`src/rtl/int_alu_pkg.sv`:
```
// Package: operation codes shared by the integer execution unit, its
// sub-blocks and its checker. Assumes a 4-bit operation select.
package int_alu_pkg;

    typedef enum logic [3:0] {
        OP_ADD  = 4'd0,
        OP_ADDS = 4'd1,   // silent add, no overflow
        OP_SUB  = 4'd2,
        OP_SUBS = 4'd3,   // silent subtract, no overflow
        OP_AND  = 4'd4,
        OP_OR   = 4'd5,
        OP_XOR  = 4'd6,
        OP_NOR  = 4'd7,
        OP_SHL  = 4'd8,
        OP_SHRL = 4'd9,
        OP_SHRA = 4'd10,
        OP_LTS  = 4'd11,
        OP_LTU  = 4'd12,
        OP_UPI  = 4'd13
    } op_e;

    // Arithmetic and compare operations widen the immediate with its sign bit.
    function automatic logic wants_sign_ext(op_e op);
        return (op == OP_ADD) || (op == OP_ADDS) || (op == OP_SUB) ||
               (op == OP_SUBS) || (op == OP_LTS) || (op == OP_LTU);
    endfunction

    // Subtracts and compares both run the adder in subtract mode.
    function automatic logic wants_subtract(op_e op);
        return (op == OP_SUB) || (op == OP_SUBS) || (op == OP_LTS) || (op == OP_LTU);
    endfunction

endpackage

```
`src/rtl/int_alu_imm_ext.sv`:
```
// Immediate widener: extends an IMM_W-bit field to DATA_W bits, either
// copying its top bit or filling with zeros. Assumes DATA_W > IMM_W.
module int_alu_imm_ext #(
    parameter int DATA_W = 32,
    parameter int IMM_W  = 16
) (
    input  logic [IMM_W-1:0]  imm_in,
    input  logic              sign_mode,
    output logic [DATA_W-1:0] imm_wide
);
    localparam int PAD_W = DATA_W - IMM_W;

    // Pick the fill bit for the upper part of the word.
    always_comb begin
        imm_wide = {{PAD_W{sign_mode & imm_in[IMM_W-1]}}, imm_in};
    end
endmodule

```
`src/rtl/int_alu_addsub.sv`:
```
// Shared adder/subtractor: one carry chain gives the sum or difference, the
// signed overflow condition and both less-than outcomes. Assumes the caller
// selects subtract mode for compares.
module int_alu_addsub #(
    parameter int DATA_W = 32
) (
    input  logic [DATA_W-1:0] opa,
    input  logic [DATA_W-1:0] opb,
    input  logic              subtract,
    output logic [DATA_W-1:0] sum,
    output logic              ovf_raw,
    output logic              less_s,
    output logic              less_u
);
    localparam int MSB = DATA_W - 1;

    logic [DATA_W-1:0] opb_x;
    logic [DATA_W:0]   wide_sum;

    // Invert the second operand and inject a carry for subtraction.
    always_comb begin
        opb_x    = subtract ? ~opb : opb;
        wide_sum = {1'b0, opa} + {1'b0, opb_x} + {{DATA_W{1'b0}}, subtract};
        sum      = wide_sum[MSB:0];
    end

    // Derive overflow and both orderings from the carry chain outputs.
    always_comb begin
        ovf_raw = (opa[MSB] == opb_x[MSB]) && (sum[MSB] != opa[MSB]);
        less_s  = sum[MSB] ^ ovf_raw;
        less_u  = ~wide_sum[DATA_W];
    end
endmodule

```
`src/rtl/int_alu_bitops.sv`:
```
// Bitwise and shift unit: the four bitwise operations on two operands and the
// three shifts of the first operand by a count. Assumes SHAMT_W covers DATA_W.
module int_alu_bitops
    import int_alu_pkg::*;
#(
    parameter int DATA_W  = 32,
    parameter int SHAMT_W = $clog2(DATA_W)
) (
    input  op_e                opcode,
    input  logic [DATA_W-1:0]  opa,
    input  logic [DATA_W-1:0]  opb,
    input  logic [SHAMT_W-1:0] count,
    output logic [DATA_W-1:0]  bits_out
);
    // Select the bitwise or shift outcome for the current code.
    always_comb begin
        unique case (opcode)
            OP_AND:  bits_out = opa & opb;
            OP_OR:   bits_out = opa | opb;
            OP_XOR:  bits_out = opa ^ opb;
            OP_NOR:  bits_out = ~(opa | opb);
            OP_SHL:  bits_out = opa << count;
            OP_SHRL: bits_out = opa >> count;
            OP_SHRA: bits_out = DATA_W'($signed(opa) >>> count);
            default: bits_out = '0;
        endcase
    end
endmodule

```
`src/rtl/int_alu.sv`:
```
// Integer execution unit (top): chooses the second operand, widens the
// immediate as the operation requires and steers one of the sub-block outputs
// to the result. Purely combinational; assumes the core registers around it.
module int_alu
    import int_alu_pkg::*;
#(
    parameter int DATA_W  = 32,
    parameter int IMM_W   = 16,
    parameter int SHAMT_W = $clog2(DATA_W)
) (
    input  logic [DATA_W-1:0]  src_a,
    input  logic [DATA_W-1:0]  src_b,
    input  logic [IMM_W-1:0]   imm,
    input  logic [SHAMT_W-1:0] shamt,
    input  logic               use_imm,
    input  logic [3:0]         op_sel,
    output logic [DATA_W-1:0]  result,
    output logic               ovf
);
    localparam int LOW_W = DATA_W - IMM_W;

    op_e               op;
    logic              sign_mode;
    logic              sub_mode;
    logic [DATA_W-1:0] imm_wide;
    logic [DATA_W-1:0] opnd_b;
    logic [DATA_W-1:0] arith_sum;
    logic              arith_ovf;
    logic              lt_signed;
    logic              lt_unsigned;
    logic [DATA_W-1:0] bits_res;

    // Decode the operation into extension and adder modes.
    always_comb begin
        op        = op_e'(op_sel);
        sign_mode = wants_sign_ext(op);
        sub_mode  = wants_subtract(op);
    end

    int_alu_imm_ext #(.DATA_W(DATA_W), .IMM_W(IMM_W)) u_ext (
        .imm_in    (imm),
        .sign_mode (sign_mode),
        .imm_wide  (imm_wide)
    );

    // Choose the register or the widened immediate as the second operand.
    always_comb begin
        opnd_b = use_imm ? imm_wide : src_b;
    end

    int_alu_addsub #(.DATA_W(DATA_W)) u_addsub (
        .opa      (src_a),
        .opb      (opnd_b),
        .subtract (sub_mode),
        .sum      (arith_sum),
        .ovf_raw  (arith_ovf),
        .less_s   (lt_signed),
        .less_u   (lt_unsigned)
    );

    int_alu_bitops #(.DATA_W(DATA_W), .SHAMT_W(SHAMT_W)) u_bitops (
        .opcode   (op),
        .opa      (src_a),
        .opb      (opnd_b),
        .count    (shamt),
        .bits_out (bits_res)
    );

    // Steer the selected outcome to the result; unknown codes give zero.
    always_comb begin
        unique case (op)
            OP_ADD, OP_ADDS, OP_SUB, OP_SUBS: result = arith_sum;
            OP_AND, OP_OR, OP_XOR, OP_NOR,
            OP_SHL, OP_SHRL, OP_SHRA:         result = bits_res;
            OP_LTS:  result = {{(DATA_W-1){1'b0}}, lt_signed};
            OP_LTU:  result = {{(DATA_W-1){1'b0}}, lt_unsigned};
            OP_UPI:  result = {imm, {LOW_W{1'b0}}};
            default: result = '0;
        endcase
    end

    // Only the trapping add and subtract report overflow.
    always_comb begin
        ovf = ((op == OP_ADD) || (op == OP_SUB)) && arith_ovf;
    end
endmodule

```
`config.mk`:
```
export PLATFORM = sky130hd
export DESIGN_NAME = int_alu
export DESIGN_NICKNAME = d
export VERILOG_FILES = /design/src/rtl/int_alu_pkg.sv /design/src/rtl/int_alu_imm_ext.sv /design/src/rtl/int_alu_addsub.sv /design/src/rtl/int_alu_bitops.sv /design/src/rtl/int_alu.sv
export SDC_FILE = /design/constraint.sdc
export NUM_CORES = 1
export LEC_CHECK = 0
export BUFFER_PORTS_ARGS = -buffer_cell sky130_fd_sc_hd__buf_2
export CAP_MARGIN = 20
export CORE_MARGIN = 8
export CORE_UTILIZATION = 31
export DETAILED_ROUTE_END_ITERATION = 7
export MAX_ROUTING_LAYER = met4
export PLACE_DENSITY = 0.52
export SLEW_MARGIN = 20
export SYNTH_ARGS = -nofsm -noshare
export SYNTH_HDL_FRONTEND = slang
export SYNTH_SLANG_ARGS = --single-unit
```
`constraint.sdc`:
```
create_clock -name vclk -period 4.9
set_clock_uncertainty 0.05 [all_clocks]
set_input_delay 0.49 -clock vclk [all_inputs]
set_output_delay 0.49 -clock vclk [all_outputs]
set_load 0.02 [all_outputs]
```
## Word-level counts from Yosys, hierarchy flattened

Cells that the tools add are included.

- Register bits after elaboration: 0
- Bits in latches: 0
- RAM bits: 0
- Bits in read-only memories: 0
- Input port bits: 90
- Output and inout bits: 33
- Logic and storage cells: 46
- Memories: 0

- Add/sub/neg operators: 2
- Multiply operators: 0
- Div/mod/pow operators: 0
- Magnitude comparators: 0
- Eq/ne operators: 15
- Shift-type cells: 3
- Muxes and demuxes: 4
- Bitwise operators: 8
- Reductions and logical operators: 14

Operators with widths:

| kind | number |
|---|---|
| $pmux 32 s7 | 1 |
| $pmux 32 s5 | 1 |
| $mux 32 | 2 |
| $not 32->32 | 2 |
| $add 32x32->33 | 1 |
| $add 33x1->33 | 1 |
| $and 32x32->32 | 1 |
| $or 32x32->32 | 1 |
| $shl 32x5->32 | 1 |
| $shr 32x5->32 | 1 |
| $sshr 32x5->32 | 1 |
| $xor 32x32->32 | 1 |
| $eq 4x4->1 const B | 6 |
| $eq 4x3->1 const B | 4 |
| $logic_or 1x1->1 | 9 |
| $eq 4x2->1 const B | 2 |
| $reduce_or 7->1 | 1 |
| $eq 4x1->1 const B | 1 |
| $logic_not 4->1 | 1 |
| $reduce_or 4->1 | 1 |
| $logic_and 1x1->1 | 2 |
| $and 1x1->1 | 1 |
| $eq 1x1->1 | 1 |
| $ne 1x1->1 | 1 |
| 2 further kinds | 2 |

## Depth between registers and ports, before layout

Gate-level depths: netlist (run 1).

- Word-level depth: 16
- Mapped depth: 18
- Mapped depth without buffers: 15

## Modules after synthesis

A second synthesis (run 1) with hierarchy kept.

- Cells, all modules: 1,260
- Area total of the unflattened synthesis: 9,415.3 µm²

By module, submodules not included:

| module | times used | cells each | area an instance (µm²) | sequential area each (µm²) |
|---|---|---|---|---|
| int_alu_bitops | 1 | 796 | 6,070.8 | 0.0 |
| int_alu_addsub | 1 | 306 | 2,145.8 | 0.0 |
| int_alu | 1 | 126 | 959.7 | 0.0 |
| int_alu_imm_ext | 1 | 32 | 239.0 | 0.0 |

## Worst setup path before layout (run 1)

Ideal clock, no wire load.

- Path kind: input to output
- Start point: in op_sel[2]
- End point: out result[31]
- Arrival time: 4,172 ps
- Required time: 4,360 ps
- Setup slack: 188 ps
- Stages: 14
- Path buffers: 2
- Cells stage by stage: buf_2 > and4bb_1 > a21oi_2 > clkbuf_1 > xnor2_1 > ha_1 > a21o_1 > a221o_1 > a21o_1 > o21ai_1 > a21oi_1 > o21ba_2 > or2_2 > o311ai_1

- Cells in the longest elaborated chain, start to end: 13
- Elaborated cells on any way between the ends: 36
- Those cells by class: add/sub (2); eq/ne (13); mux (4); bitwise (6); reduce/logical (11)

RTL lines:

| element | line | text |
|---|---|---|
| start: declaration | int_alu.sv:16 | `input logic [3:0] op_sel,` |
| $eq 4x1->1 / $logic_not 4->1 (equally long branches) | int_alu_pkg.sv:24, int_alu.sv:71 |  |
| $logic_or 1x1->1 (3 in a row) | int_alu_pkg.sv:24 | `return (op == OP_ADD) \|\| (op == OP_ADDS) \|\| (op == OP_SUB) \|\|` |
| $logic_or 1x1->1 (2 in a row) | int_alu_pkg.sv:25 | `(op == OP_SUBS) \|\| (op == OP_LTS) \|\| (op == OP_LTU);` |
| $and 1x1->1 | int_alu_imm_ext.sv:15 | `imm_wide = {{PAD_W{sign_mode & imm_in[IMM_W-1]}}, imm_in};` |
| $mux 32 | int_alu.sv:48 | `opnd_b = use_imm ? imm_wide : src_b;` |
| $not 32->32 | int_alu_addsub.sv:22 | `opb_x = subtract ? ~opb : opb;` |
| $mux 32 | int_alu_addsub.sv:22 |  |
| $add 32x32->33 | int_alu_addsub.sv:23 | `wide_sum = {1'b0, opa} + {1'b0, opb_x} + {{DATA_W{1'b0}}, subtract};` |
| $add 33x1->33 | int_alu_addsub.sv:23 |  |
| $pmux 32 s5 (*) | int_alu.sv:71 | `unique case (op)` |
| end: declaration | int_alu.sv:17 | `output logic [DATA_W-1:0] result,` |

Every way passes the cells marked *; elsewhere a longest branch is shown, timed or not.

## Worst setup path after layout (run 1)

- Start point: in op_sel[2]
- End point: out result[12]

- Cells in the longest elaborated chain, start to end: 8
- Elaborated cells on any way between the ends: 24
- Those cells by class: add/sub (2); eq/ne (13); mux (3); reduce/logical (6)

RTL lines:

| element | line | text |
|---|---|---|
| $eq 4x2->1 | int_alu_pkg.sv:30, int_alu.sv:71 |  |
| $logic_or 1x1->1 (3 in a row) | int_alu_pkg.sv:30 | `return (op == OP_SUB) \|\| (op == OP_SUBS) \|\| (op == OP_LTS) \|\| (op == OP_LTU);` |
| $mux 32 | int_alu_addsub.sv:22 |  |
| $add 32x32->33 | int_alu_addsub.sv:23 |  |
| $add 33x1->33 | int_alu_addsub.sv:23 |  |
| $pmux 32 s5 (*) | int_alu.sv:71 |  |

Marked as above.

==> run summary, run 1 <==
top-area cell type share of the netlist area: 14.3%
Die H: 181 um
PD cells: 153 nW/um^2
largest stage delay on the critical path: 0.43 ns
worst setup path class: in -> out
area overhead of the layout relative to synthesis: 13.4%
GRT Residual Overflow: 0
largest net degree at the start of global routing: 68
final setup fails: 0
Cell Area, Synth: 8410 sq um
DRT antenna net count: 0
Critical Path, Cell by Cell: buf_2 -> buf_4 -> nor2b_1 -> a21oi_4 -> buf_4 -> buf_4 -> a21o_1 -> fa_1 -> nor2b_1 -> o21ai_0 -> a21boi_0 -> o21ai_0 -> a21boi_0 -> a311oi_1 -> xor2_1 -> o221ai_1 -> buf_2
final non-filler cell total: 1,607
leakage: 4.37 nW
Tcrit/Tclk final: 96.9%
hold slack: 1.45 ns
Inst Count DP: 1,605
Commonest cells post-synth: nor2_1 (129), o21ai_0 (128), ha_1 (96)
hold_sp: imm[13]
port bufs: 123
Critical Path Sink Type: output pin
Peak supply drop: 0.0590 mV
die area: 32,700 sq um
startpoint types: input port
Post-Syn Instances: 1,174
First DRT Iteration DRCs: 1,114
Avg WL per Cell: 24.6 um
total track usage: 23.8%
Mapped Avg Cell Area: 7.17 sq um
Initial Util: 31.4%
Register Area: 0 sq um
fmax: 211 MHz
Worst-Margin Slew: 0.846 ns
Max FO, Critical Path: 9
Max Cap Viol: 0
WP data required: 4.36 ns
Via density: 6.04
worst hold path type: in -> out
Die W: 181 um
via count: 9,710
syn_nets: 1,361
layout cell share with drive strength beyond 1: 21.6%
Ports: 123
Crit path max-delay family: compound AO/OA/AOI/OAI gates
Seq/Total Area, Yosys: 0%
post-DP HPWL: 32.5 mm
Total Wirelength: 39.6 mm
top post-synthesis cells by area: ha_1 (14%), mux4_2 (14%), mux2i_1 (8.9%), o21ai_0 (7.6%), nor2_1 (5.8%)
Yosys cell types: 74
DRC: 0
Inserted Diodes: 0
drt first pass iters: 6
RSZ-0062 raised after global routing: false
worst hold stages: 4
Final Max Tran Viols: 0
vias in the first global route: 9,321
minimum clock period: 4.75 ns
status: finished clean
Ys Warns: 0
first-pass GRT wire length: 59.3 mm
hold path endpoint: result[29]
CP max-delay cell: fa_1
Buf+Inv Stages, Crit Path: 5
fin nets: 1,455
Routability Congestion: 0.963
CLK BUF: 0
most numerous cell on the critical path: buf_4
Slew headroom: 43.4%
Final Hold Vio Count: 0
initial antenna violation count: 0
FF+latch count: 0
core area: 26,800 sq um
count leader, synth: nor2_1
Rows: 60
biggest area consumer among synthesized cells: ha_1
Arr. time, crit path: 4.21 ns
==> kinds of logic (layout without fill, tap and decap cells) <==
group,Yosys count,after routing,share of synthesized area [%]
AND/OR/NAND/NOR,317,317,17.2
multiplexers,145,145,25.4
XOR/XNOR,51,51,5.31
buffers and inverters,183,275,8.70
adder cells (fa/ha/maj),97,97,14.5
AO/OA/AOI/OAI,381,381,28.9
==> worst max-delay path by stage <==
stage	from	to	cells past startpoint	slack, ns
after floorplan	op_sel[2]	result[31]	14	0.19
after global placement	op_sel[0]	result[24]	16	0.003
after detailed placement	op_sel[0]	result[24]	16	-0.001
after CTS	op_sel[0]	result[29]	15	0.05
after global routing	op_sel[0]	result[31]	15	0.008
final	op_sel[2]	result[12]	17	0.15
==> layout by cell type, fill, tap and decap left out, drive strengths merged, types with 7 or more instances in the layout <==
cell type,count
a211o,7
a211oi,13
a21o,16
a21oi,96
a221o,7
a221oi,18
a31oi,10
buf,181
ha,96
inv,91
mux2,17
mux2i,76
mux4,52
nand2,86
nand2b,7
nand3,13
nand4,9
nor2,130
nor2b,12
nor3,17
nor3b,7
o211ai,13
o21ai,130
o21bai,8
or3,10
xnor2,25
xor2,26
==> metrics by stage <==
stage | setup slack, ns | total power [mW] | cell area, sq um | util [%] | TNS, ns
detailed placement | -0.00140 | 1.43 | 9510 | 35.5 | -0.00140
floorplan | 0.188 | 0.956 | 8410 | - | 0
CTS | 0.0504 | 1.44 | 9530 | 35.5 | 0
global placement | 0.00332 | 1.43 | 9510 | 35.5 | 0
finish | 0.150 | 1.46 | 9540 | 35.6 | 0
global route | 0.00815 | 1.57 | 9540 | 35.6 | 0
==> metal layers <==
metal / share of wire (%) / track usage [%]
met5: 0 / -
met4: 2.6 / 5.46
met3: 6.8 / 1.18
met2: 46 / 38.1
met1: 45 / 32.6
==> power breakdown <==
group	leakage [nW]	internal, mW	switching [mW]
combinational	4.37	0.564	0.893
sequential	0	0	0
clock	0	0	0
==> layout make-up <==
class              count  area, sq um
fillers             2902        17300
multi-input cells    991         7700
well taps            341          427
repair buffers       182         1060
inverters             93          349
==> repair_timing <==
action,CTS,global route
pin swaps,0,0
endpoints found under the setup margin,1,7
gates cloned,0,0
gates resized for setup,0,10
hold buffers,0,0
buffers inserted,2,0
Note: power is estimated with default switching activity, not from simulation.
==> run 2: changes to the inputs <==
CORE_MARGIN = not set   (was 8)
TNS_END_PERCENT = 100   (was not set)
==> run summary, run 2 (same netlist as run 1, synthesis figures left out) <==
status: finished clean
vias in the first global route: 8,990 (-3.6%)
initial antenna violation count: 1 (+1)
GRT Residual Overflow: 0 (unchanged)
Slew headroom: 40.1% (-3.3 points)
Worst-Margin Slew: 0.898 ns (+0.0519 ns)
final non-filler cell total: 1,602 (-0.31%)
worst hold stages: 4 (unchanged)
Fill cells: 2,872 (-1.0%)
worst setup path class: in -> out
most frequent cells in the layout: nor2_1 (129), o21ai_0 (122), buf_2 (122)
Arr. time, crit path: 4.25 ns (+0.04 ns)
Final Max Tran Viols: 0 (unchanged)
hold path endpoint: result[27]
Register Area: 0 sq um (unchanged)
worst hold path type: in -> out
Setup TNS: 0 ns (unchanged)
CLK BUF: 0 (unchanged)
total track usage: 27.2% (+3.4 points)
Die H: 167 um (-7.7%)
FF+latch count: 0 (unchanged)
Initial Util: 31.9% (+0.53 points)
RSZ-0062 raised after global routing: false
DRC: 0 (unchanged)
die area: 27,800 sq um (-15%)
Avg WL per Cell: 23.9 um (-2.9%)
Via density: 6.08 (+0.66%)
minimum clock period: 4.79 ns (+0.0407 ns)
first-pass GRT wire length: 56.2 mm (-5.3%)
Die W: 167 um (-7.7%)
fmax: 209 MHz (-0.85%)
WP data required: 4.36 ns (about the same)
First DRT Iteration DRCs: 1,191 (+6.9%)
post-DP HPWL: 31.0 mm (-4.6%)
largest net degree at the start of global routing: 53 (-22%)
fin nets: 1,455 (unchanged)
commonest non-fill, non-tap cell in the layout: nor2_1
Max Cap Viol: 0 (unchanged)
Rows: 59 (-1.7%)
area overhead of the layout relative to synthesis: 13.6%
via count: 9,744 (+0.35%)
Routability Congestion: 0.970 (+0.81%)
Final Hold Vio Count: 0 (unchanged)
Critical Path Sink Type: output pin
drt first pass iters: 5 (-1)
port bufs: 123 (unchanged)
final setup fails: 0 (unchanged)
hold_sp: op_sel[3]
cts hold-fix bufs: 0 (unchanged)
Ports: 123 (unchanged)
Inst Count DP: 1,598 (-0.44%)
Tcrit/Tclk final: 97.8% (+0.83 points)
Total Wirelength: 38.3 mm (-3.2%)
startpoint types: input port
core area: 26,400 sq um (-1.7%)
final core utilization: 36.3% (+0.67 points)
Max FO, Critical Path: 6 (-3)
layout cell share with drive strength beyond 1: 21.6% (unchanged)
DRT antenna net count: 0 (unchanged)
==> run 2: final cells by class <==
class	instances	area [sq um]	share of cell area (%)
diodes	1	2.50	0.0262
inverters	93	349	3.65
multi-input cells	991	7710	80.7
well taps	335	419	4.39
repair buffers	182	1070	11.2
==> run 2: metal layers <==
metal	part of all wire [%]	up-vias	wire length, um	track usage [%]
met5	0	-	0	-
met4	2.5	0	941	6.00
met3	9.1	47	3470	3.18
met2	44	469	16900	41.8
met1	44	4707	16900	38.0
li1	-	4521	-	-
==> run 2: through the flow <==
stage	area, sq um	setup slack, ns	hold WS (ns)
2_1_floorplan	8410	0.188	1.20
3_5_place_dp	9510	0.0405	1.49
5_1_grt	9560	0.00719	1.52
4_1_cts	9510	0.0434	1.49
3_3_place_gp	9510	0.124	1.49
6_report	9560	0.109	1.48
==> run 2: worst max path at each step <==
stage	slack, ns	startpoint	endpoint	depth (start not counted)
floorplan	0.19	op_sel[2]	result[31]	14
global placement	0.12	use_imm	result[24]	15
detailed placement	0.04	op_sel[0]	result[24]	15
CTS	0.04	op_sel[0]	result[24]	15
global route	0.007	op_sel[0]	result[31]	17
finish	0.11	op_sel[0]	result[31]	15
==> run 2: critical path, stage by stage <==
cell and delay (ns):
buf_2 0.14, and4bb_1 0.28, a21oi_4 0.28, buf_4 0.23, xnor2_1 0.13, ha_1 0.30, a21o_1 0.22, a221o_1 0.37
a21o_1 0.20, o21ai_1 0.35, a21oi_1 0.22, o21ba_2 0.29, or2_2 0.30, o311ai_1 0.23, buf_2 0.21
==> run 2: what timing repair did <==
| action | CTS | global route |
|---|---|---|
| setup buffers | 0 | 3 |
| endpoints found under the setup margin | 0 | 8 |
| resized for setup | 0 | 10 |
